==> src/rtl/coal_pkg.sv <==
package coal_pkg;

  localparam int THR_W = 3;
  localparam int TMO_W = 4;
  localparam int CH_CFG_W = THR_W + TMO_W + 1;
  localparam int N_CH = 2;

  // one byte of the configuration word
  typedef struct packed {
    logic             lng;
    logic [TMO_W-1:0] tmo;
    logic [THR_W-1:0] thr;
  } ch_cfg_t;

  // a zero threshold counts as one
  function automatic logic [THR_W-1:0] thr_eff(input logic [THR_W-1:0] thr);
    return (thr == '0) ? THR_W'(1) : thr;
  endfunction

  // clocks in one timer unit
  function automatic int unsigned unit_clks(input logic fast, input logic lng,
                                            input int unsigned c10,
                                            input int unsigned nbits,
                                            input int unsigned lbits,
                                            input int unsigned smul);
    int unsigned bits;
    int unsigned mul;
    bits = lng ? lbits : nbits;
    mul  = fast ? 1 : smul;
    return bits * c10 * mul;
  endfunction

endpackage

==> src/rtl/coal_evt_counter.sv <==
module coal_evt_counter
  import coal_pkg::*;
(
  input  logic             clk,
  input  logic             rst_n,
  input  logic             ack,
  input  logic             ev,
  input  logic [THR_W-1:0] thr,
  output logic [THR_W-1:0] cnt,
  output logic             thr_hit
);

  localparam logic [THR_W-1:0] CNT_MAX = {THR_W{1'b1}};

  logic [THR_W-1:0] cnt_q;
  logic [THR_W-1:0] cnt_nxt;

  always_comb begin
    if (ack)
      cnt_nxt = ev ? THR_W'(1) : '0;
    else if (ev && (cnt_q != CNT_MAX))
      cnt_nxt = cnt_q + THR_W'(1);
    else
      cnt_nxt = cnt_q;
  end

  always_ff @(posedge clk or negedge rst_n) begin
    if (!rst_n) cnt_q <= '0;
    else        cnt_q <= cnt_nxt;
  end

  assign thr_hit = (cnt_nxt >= thr_eff(thr));
  assign cnt     = cnt_q;

endmodule

==> src/rtl/coal_unit_timer.sv <==
module coal_unit_timer
  import coal_pkg::*;
#(
  parameter int TW = 17
) (
  input  logic             clk,
  input  logic             rst_n,
  input  logic             clr,
  input  logic             run,
  input  logic [TW-1:0]    unit_len,
  input  logic [TMO_W-1:0] tmo,
  output logic             expire
);

  localparam logic [TMO_W-1:0] UNITS_MAX = {TMO_W{1'b1}};

  logic [TW-1:0]    pre_q;
  logic [TMO_W-1:0] units_q;
  logic             unit_done;

  assign unit_done = run && (({1'b0, pre_q} + (TW+1)'(1)) >= {1'b0, unit_len});

  always_ff @(posedge clk or negedge rst_n) begin
    if (!rst_n) begin
      pre_q   <= '0;
      units_q <= '0;
    end else if (clr) begin
      pre_q   <= '0;
      units_q <= '0;
    end else if (unit_done) begin
      pre_q   <= '0;
      if (units_q != UNITS_MAX) units_q <= units_q + TMO_W'(1);
    end else if (run) begin
      pre_q   <= pre_q + TW'(1);
    end
  end

  assign expire = unit_done && (tmo != '0) &&
                  (({1'b0, units_q} + (TMO_W+1)'(1)) >= {1'b0, tmo});

endmodule

==> src/rtl/coal_channel.sv <==
module coal_channel
  import coal_pkg::*;
#(
  parameter int CLKS_PER_10NS = 1,
  parameter int NORM_BITS     = 512,
  parameter int LONG_BITS     = 8192,
  parameter int SLOW_MULT     = 10,
  parameter int TW            = 17
) (
  input  logic             clk,
  input  logic             rst_n,
  input  ch_cfg_t          cfg,
  input  logic             fast,
  input  logic             ev,
  input  logic             ack,
  output logic             irq,
  output logic [THR_W-1:0] cnt,
  output logic             thr_hit,
  output logic             tmo_hit
);

  logic          irq_q;
  logic          tmr_run;
  logic          tmr_expire;
  logic [TW-1:0] unit_len;

  assign unit_len = TW'(unit_clks(fast, cfg.lng, CLKS_PER_10NS, NORM_BITS,
                                  LONG_BITS, SLOW_MULT));

  coal_evt_counter u_cnt (
    .clk     (clk),
    .rst_n   (rst_n),
    .ack     (ack),
    .ev      (ev),
    .thr     (cfg.thr),
    .cnt     (cnt),
    .thr_hit (thr_hit)
  );

  assign tmr_run = (cnt != '0) && !irq_q && !ack;

  coal_unit_timer #(.TW(TW)) u_tmr (
    .clk      (clk),
    .rst_n    (rst_n),
    .clr      (ack),
    .run      (tmr_run),
    .unit_len (unit_len),
    .tmo      (cfg.tmo),
    .expire   (tmr_expire)
  );

  assign tmo_hit = tmr_expire && !ack;

  always_ff @(posedge clk or negedge rst_n) begin
    if (!rst_n)   irq_q <= 1'b0;
    else if (ack) irq_q <= thr_hit;
    else          irq_q <= irq_q | thr_hit | tmo_hit;
  end

  assign irq = irq_q;

endmodule

==> src/rtl/evt_coalesce.sv <==
module evt_coalesce
  import coal_pkg::*;
#(
  parameter int CLKS_PER_10NS = 1,
  parameter int NORM_BITS     = 512,
  parameter int LONG_BITS     = 8192,
  parameter int SLOW_MULT     = 10
) (
  input  logic                      clk,
  input  logic                      rst_n,
  input  logic [N_CH*CH_CFG_W-1:0]  cfg_word,
  input  logic                      fast_mode,
  input  logic                      rx_event,
  input  logic                      tx_event,
  input  logic                      rx_ack,
  input  logic                      tx_ack,
  output logic                      rx_irq,
  output logic                      tx_irq
);

  localparam int MAX_UNIT = LONG_BITS * CLKS_PER_10NS * SLOW_MULT;
  localparam int TW       = $clog2(MAX_UNIT + 1);

  // index 0 = receive, 1 = transmit
  logic [N_CH-1:0]            ch_ev;
  logic [N_CH-1:0]            ch_ack;
  logic [N_CH-1:0]            ch_irq;
  logic [N_CH-1:0]            ch_thr_hit;
  logic [N_CH-1:0]            ch_tmo_hit;
  logic [N_CH-1:0][THR_W-1:0] ch_cnt;

  assign ch_ev  = {tx_event, rx_event};
  assign ch_ack = {tx_ack, rx_ack};

  for (genvar i = 0; i < N_CH; i++) begin : g_ch
    ch_cfg_t ccfg;
    assign ccfg = ch_cfg_t'(cfg_word[i*CH_CFG_W +: CH_CFG_W]);

    coal_channel #(
      .CLKS_PER_10NS (CLKS_PER_10NS),
      .NORM_BITS     (NORM_BITS),
      .LONG_BITS     (LONG_BITS),
      .SLOW_MULT     (SLOW_MULT),
      .TW            (TW)
    ) u_ch (
      .clk     (clk),
      .rst_n   (rst_n),
      .cfg     (ccfg),
      .fast    (fast_mode),
      .ev      (ch_ev[i]),
      .ack     (ch_ack[i]),
      .irq     (ch_irq[i]),
      .cnt     (ch_cnt[i]),
      .thr_hit (ch_thr_hit[i]),
      .tmo_hit (ch_tmo_hit[i])
    );
  end

  assign rx_irq = ch_irq[0];
  assign tx_irq = ch_irq[1];

endmodule

==> config.mk <==
export PLATFORM = sky130hd
export DESIGN_NAME = evt_coalesce
export DESIGN_NICKNAME = d
export VERILOG_FILES = /design/src/rtl/coal_pkg.sv /design/src/rtl/coal_evt_counter.sv /design/src/rtl/coal_unit_timer.sv /design/src/rtl/coal_channel.sv /design/src/rtl/evt_coalesce.sv
export SDC_FILE = /design/constraint.sdc
export NUM_CORES = 1
export LEC_CHECK = 0
export BUFFER_PORTS_ARGS = -buffer_cell sky130_fd_sc_hd__buf_2
export CAP_MARGIN = 10
export CELL_PAD_IN_SITES_DETAIL_PLACEMENT = 0
export CELL_PAD_IN_SITES_GLOBAL_PLACEMENT = 1
export CORE_MARGIN = 5
export CORE_UTILIZATION = 47
export CTS_CLUSTER_DIAMETER = 60
export CTS_CLUSTER_SIZE = 12
export DETAILED_ROUTE_END_ITERATION = 8
export PLACE_DENSITY = 0.9
export SLEW_MARGIN = 40
export SYNTH_ARGS = -nofsm -noshare
export SYNTH_HDL_FRONTEND = slang
export SYNTH_SLANG_ARGS = --single-unit
==> constraint.sdc <==
create_clock -name clk -period 4.2 [get_ports clk]
set_input_delay 0.84 -clock clk [delete_from_list [all_inputs] [get_ports clk]]
set_output_delay 0.84 -clock clk [all_outputs]
set_load 0.05 [all_outputs]
# --- Word level (Yosys, flattened, before mapping) ---
# Cells that the tools add are included.
totals:
  n_memories: 0
  register_bits: 50
  latch_bits: 0
  elab_cells: 91
  output_inout_bits: 2
  ramBits: 0
  rom_bits: 0
op_classes:
  bitwise_logic: 4
  magnitude_cmp: 6
  eq_ne: 4
  n_shift: 0
  n_mul: 2
  n_reduce_logical: 32
  addsub: 10
  div_mod_pow: 0
  muxes: 25
op_table:
  columns: ["operator", "n"]
  rows:
  - ["$mux W17", 6]
  - ["$mul A32 B32 Y17", 2]
  - ["$add A17 B1 Y18 const B", 2]
  - ["$ge A18 B17 Y1", 2]
  - ["$add A17 B1 Y17 const B", 2]
  - ["$mux W14", 2]
  - ["$mux W4", 7]
  - ["$mux W3", 6]
  - ["$logic_and A1 B1 Y1", 14]
  - ["$reduce_bool A3 Y1", 4]
  - ["$add A4 B1 Y5 const B", 2]
  - ["$ge A5 B4 Y1", 2]
  - ["$add A4 B1 Y4 const B", 2]
  - ["$ne A4 B4 Y1 const B", 2]
  - ["$reduce_bool A2 Y1", 4]
  - ["$reduce_bool A4 Y1", 2]
  - ["$add A3 B1 Y3 const B", 2]
  - ["$ge A3 B3 Y1", 2]
  - ["$logic_not A3 Y1", 2]
  - ["$ne A3 B3 Y1 const B", 2]
  - ["$logic_not A1 Y1", 4]
  - ["$mux W1", 4]
  - ["$or A1 B1 Y1", 4]
  - ["$reduce_and A2 Y1", 2]

# --- Longest topological paths before layout ---
logic_depth:
  ltp_word: 9
  depth_mapped: 15

# --- Hierarchy ---
# Synthesis repeated with hierarchy kept, for this count alone.
unflattened:
  cells_unflattened: 512
  area_unflattened_um2: 4621.9
by_module_without_submodules:
  columns: ["mod", "cells_each", "area_each_um2", "instances", "seq_area_each_um2"]
  rows:
  - ["coal_unit_timer", 220, 1991.9, 2, 525.5]
  - ["coal_evt_counter", 25, 236.5, 2, 75.1]
  - ["coal_channel", 11, 82.6, 2, 25.0]

# --- Worst setup path before layout ---
# OpenSTA, ideal clock, no wires.
synth_timing:
  kind: "register to register"
  start: "register g_ch[1].u_ch.u_tmr.pre_q[0]"
  end: "register g_ch[1].u_ch.u_tmr.pre_q[12]"
  arrival_ns: 3.190
  synth_period_minus_slack_ns: 3.259
  stages_incl_launch_ff: 15
  slack_ns: 0.941
  setup_time_ns: 0.069
  path_buffers: 0
  t_required_ns: 4.131
  cell_sequence: "dfrtp_1 ha_1 nand2_1 or3_1 nor2_1 nand3_1 xnor2_1 ha_1 a211oi_1 nand3_1 mux2i_1 o221ai_4 nor4_4 or3b_1 nand3_1"
synth_between:
  elab_chain_len: 5
synth_rtl:
  columns: ["element", "line_no", "rtl"]
  rows:
  - ["start, declared", "coal_unit_timer.sv:17", "logic [TW-1:0] pre_q;"]
  - ["start signal, assigned", "coal_unit_timer.sv:34", "pre_q <= pre_q + TW'(1);"]
  - ["$add A17 B1 Y18", "coal_unit_timer.sv:21", "assign unit_done = run && (({1'b0, pre_q} + (TW+1)'(1)) >= {1'b0, unit_len});"]
  - ["$ge A18 B17 Y1", "coal_unit_timer.sv:21", null]
  - ["$logic_and A1 B1 Y1", "coal_unit_timer.sv:21", null]
  - ["$mux W17", "coal_unit_timer.sv:30", "end else if (unit_done) begin"]
  - ["$mux W17", "coal_unit_timer.sv:27", "end else if (clr) begin"]
# Parallel ways exist; a longest one is shown, timed or not. The select of a mux whose other input is x is not followed.
# A chain may end at the register's enable or synchronous reset.

# --- Final worst setup path ---
layout_timing:
  start: "register g_ch[1].u_ch.u_tmr.pre_q[0]"
  end: "register g_ch[1].u_ch.u_tmr.pre_q[7]"
# Same word-level chain as after synthesis.

==> results.ini <==
[run_status]
status=finished clean

[placed_design]
post-place-ws_ns=0.5468
dp.cells=551
hpwlAfterDp_mm=5.875
port_buffers=24
place_area_sq_um=4024
gp_congestion=0.8695

[floorplan]
coreArea_sq_um=7767
die_area_sq_um=9945
io_pins=25
rows=32
dieWidth_um=99.73
start_util_pct=48.71
dieHeight_um=99.73

[setup_path]
start_kind=register
crit_required_ns=4.44
critPathCaptureType=register
arrival_ns=3.90
criticalPathCategory=reg2reg
path_max_fanout=21

[finish]
finalNetCount=517
post-route-util_pct=53.64
final_area_sq_um=4167
diodes=0
drive_above_1_share_pct=14.22
multi_input_area_sq_um=2379
instances_no_fill=559
area_growth_pct=10.12
regArea_sq_um=1251
fillCellCount=738

[route]
first_iter_violations=113
wl_per_cell_um=13.85
drtPass1Iterations=4
drt-total-wl_mm=7.741
drc=0
via_count=3102
ant_nets=0
viasPerCell=5.549

[timing]
finalClockSkew_ns=0.006879
fmax_mhz=273.2
relSlewSlack_pct=52.69
finalSetupViolCount=0
drv_slew=0
finalHoldViolations=0
worstMarginPinSlew_ns=0.7070
fin_setup_tns_ns=0
period_minus_slack_ns=3.661
period_share_pct=87.16
rsz0062_at_grt=false
timing.final.ws_setup_ns=0.5391

[global_route]
grt_pass1_wl_mm=13.71
grt_start_max_net_pins=29
grt_usage_pct=16.65
grt_antenna_before_repair=0
grt_pass1_vias=3117
overflow=0

[synthesis]
ys.flop_type=dfrtp_1
async_flop_share_pct=100.0
synth_area_leaders=dfrtp_1, ha_1, nand2_1
synth_top_cell_by_area=dfrtp_1
ys_seq_area_share_pct=33.07
yosysWarnings=0
synth_enable_flop_cells=0
synthTopCellsByCount=nand2_1, dfrtp_1, ha_1
synth.ff_latch_count=50
post_synth.cell_area_avg_sq_um=8.799
syn_inst=430
netlist_area_sq_um=3784
postSynthNetCount=491
synth_top_area_share_pct=33.07
synth.distinct_cells=59
synth_most_common_cell=nand2_1

[pwr]
p_per_area_nw_per_um2=283.3
swShare_pct=29.31
pwr-share-seq_pct=44.2
peakVddDrop_uv=136.3
clkPwrFrac_pct=35.5
p_int_mw=0.8345
switching_power_mw=0.3460
p_leak_nw=1.987
combinationalPowerShare_pct=20.3

[clock_tree]
cts_tree=done
cts_root_buf=clkbuf_8
cts_setup_buffers=0
hold_buffers=0
cts_made_buffers=5
clk_pin_slew_ns=0.10
cts_sinks=50
cts_resized=0
clock_latency_ns=0.31
htreeDepth=2
clk_path_buf_depth=2

[job]
drv_cap=0

[worst_hold_path]
hold_path.class=in2async

## metrics by stage
stage | hold WS, ns | power [mW]
2_1_floorplan | 0.4774 | 0.6964
3_3_place_gp | 0.4991 | 0.7666
3_5_place_dp | 0.5218 | 0.7751
4_1_cts | 0.5442 | 1.198
5_1_grt | 0.5891 | 1.249
6_report | 0.5391 | 1.180
## registers in the layout (all words and copies together) (netlist names)
| register | count |
|---|---|
| g_ch.u_ch.irq | 2 |
| g_ch.u_ch.u_cnt.cnt | 6 |
| g_ch.u_ch.u_tmr.pre_q | 34 |
| g_ch.u_ch.u_tmr.units_q | 8 |
## final cells by class
type / instances / area share (%)
Clock inverter: 2 / 1.441
Sequential cell: 50 / 30.03
Inverter: 33 / 2.973
Timing Repair Buffer: 27 / 3.423
Tap cell: 102 / 3.063
Multi-Input combinational cell: 339 / 57.09
Clock buffer: 6 / 1.982
## power groups by stage
| stage | logic, mW | clock network (mW) | registers, mW |
|---|---|---|---|
| 3_3_place_gp | 0.236 | 0 | 0.531 |
| 3_5_place_dp | 0.244 | 0 | 0.531 |
| 4_1_cts | 0.244 | 0.432 | 0.522 |
| 5_1_grt | 0.271 | 0.452 | 0.526 |
| 2_1_floorplan | 0.152 | 0 | 0.544 |
| 6_report | 0.239 | 0.419 | 0.522 |
## routing by layer
| layer | routed length [um] | vias up | global-route usage [%] |
|---|---|---|---|
| li1 | - | 1585 | - |
| met1 | 3478 | 1466 | 20.60 |
| met2 | 3894 | 42 | 29.09 |
| met3 | 265 | 9 | 3.015 |
| met4 | 103 | 0 | 5.567 |
| met5 | 0 | - | 0 |
## critical path, stage by stage, from the launching register on
cell,delay [ns]
dfrtp_1,0.41
ha_1,0.22
nand2_1,0.08
or3_1,0.42
nor2_1,0.20
nand3_1,0.22
xnor2_1,0.18
ha_1,0.21
a211oi_1,0.30
nand3_1,0.12
mux2i_1,0.26
o221ai_4,0.18
nor4_4,0.23
buf_4,0.28
a21oi_1,0.10
mux2i_1,0.15
## final timing paths
path                                                    from                             to  slack [ns]  depth (start not counted)
worst max-delay path             g_ch[1].u_ch.u_tmr.pre_q[0]    g_ch[1].u_ch.u_tmr.pre_q[7]        0.54                         15
worst min-delay path                                   rst_n  g_ch[0].u_ch.u_tmr.units_q[3]        0.54                          1
worst max register to register   g_ch[1].u_ch.u_tmr.pre_q[0]    g_ch[1].u_ch.u_tmr.pre_q[7]        0.54                         15
worst min register to register  g_ch[0].u_ch.u_tmr.pre_q[16]   g_ch[0].u_ch.u_tmr.pre_q[16]        0.54                          2
max in group asynchronous                              rst_n   g_ch[1].u_ch.u_tmr.pre_q[14]        2.88                          2
min in group clk                g_ch[0].u_ch.u_tmr.pre_q[16]   g_ch[0].u_ch.u_tmr.pre_q[16]        0.54                          2
## cell usage in the layout (no fill, tap or decap), types with 3 or more instances in the layout
| cell | netlist | final |
|---|---|---|
| xor2_1 | 4 | 4 |
| or2_2 | 5 | 5 |
| o21a_1 | 3 | 3 |
| ha_1 | 38 | 38 |
| dfrtp_1 | 50 | 50 |
| nor2_2 | 3 | 4 |
| nor4_4 | 3 | 3 |
| nor4_1 | 3 | 3 |
| o21bai_1 | 4 | 4 |
| xnor2_1 | 16 | 16 |
| nor2b_1 | 4 | 4 |
| nand2b_1 | 9 | 9 |
| a21o_1 | 9 | 9 |
| o21ai_2 | 8 | 8 |
| o31ai_1 | 4 | 4 |
| nor2_1 | 31 | 30 |
| buf_4 | 0 | 3 |
| a211oi_1 | 4 | 4 |
| a31oi_1 | 8 | 8 |
| nor3_1 | 10 | 10 |
| clkbuf_8 | 0 | 6 |
| a21oi_1 | 15 | 15 |
| o21ai_0 | 11 | 11 |
| o21ai_1 | 3 | 3 |
| inv_1 | 33 | 33 |
| mux2i_1 | 8 | 8 |
| nand2_1 | 56 | 56 |
| nand4_1 | 5 | 5 |
| buf_2 | 2 | 24 |
| nand3_1 | 31 | 31 |
| a22oi_1 | 6 | 6 |
## cell families after synthesis
family	count (synthesis)	synth area share (%)
simple gates	183	25.99
compound gates	89	17.10
flops	50	33.07
buf+inv	41	4.134
fa+ha+maj	38	12.57
xor+xnor	20	4.629
mux	9	2.513
(Power assumes the default switching activity.)
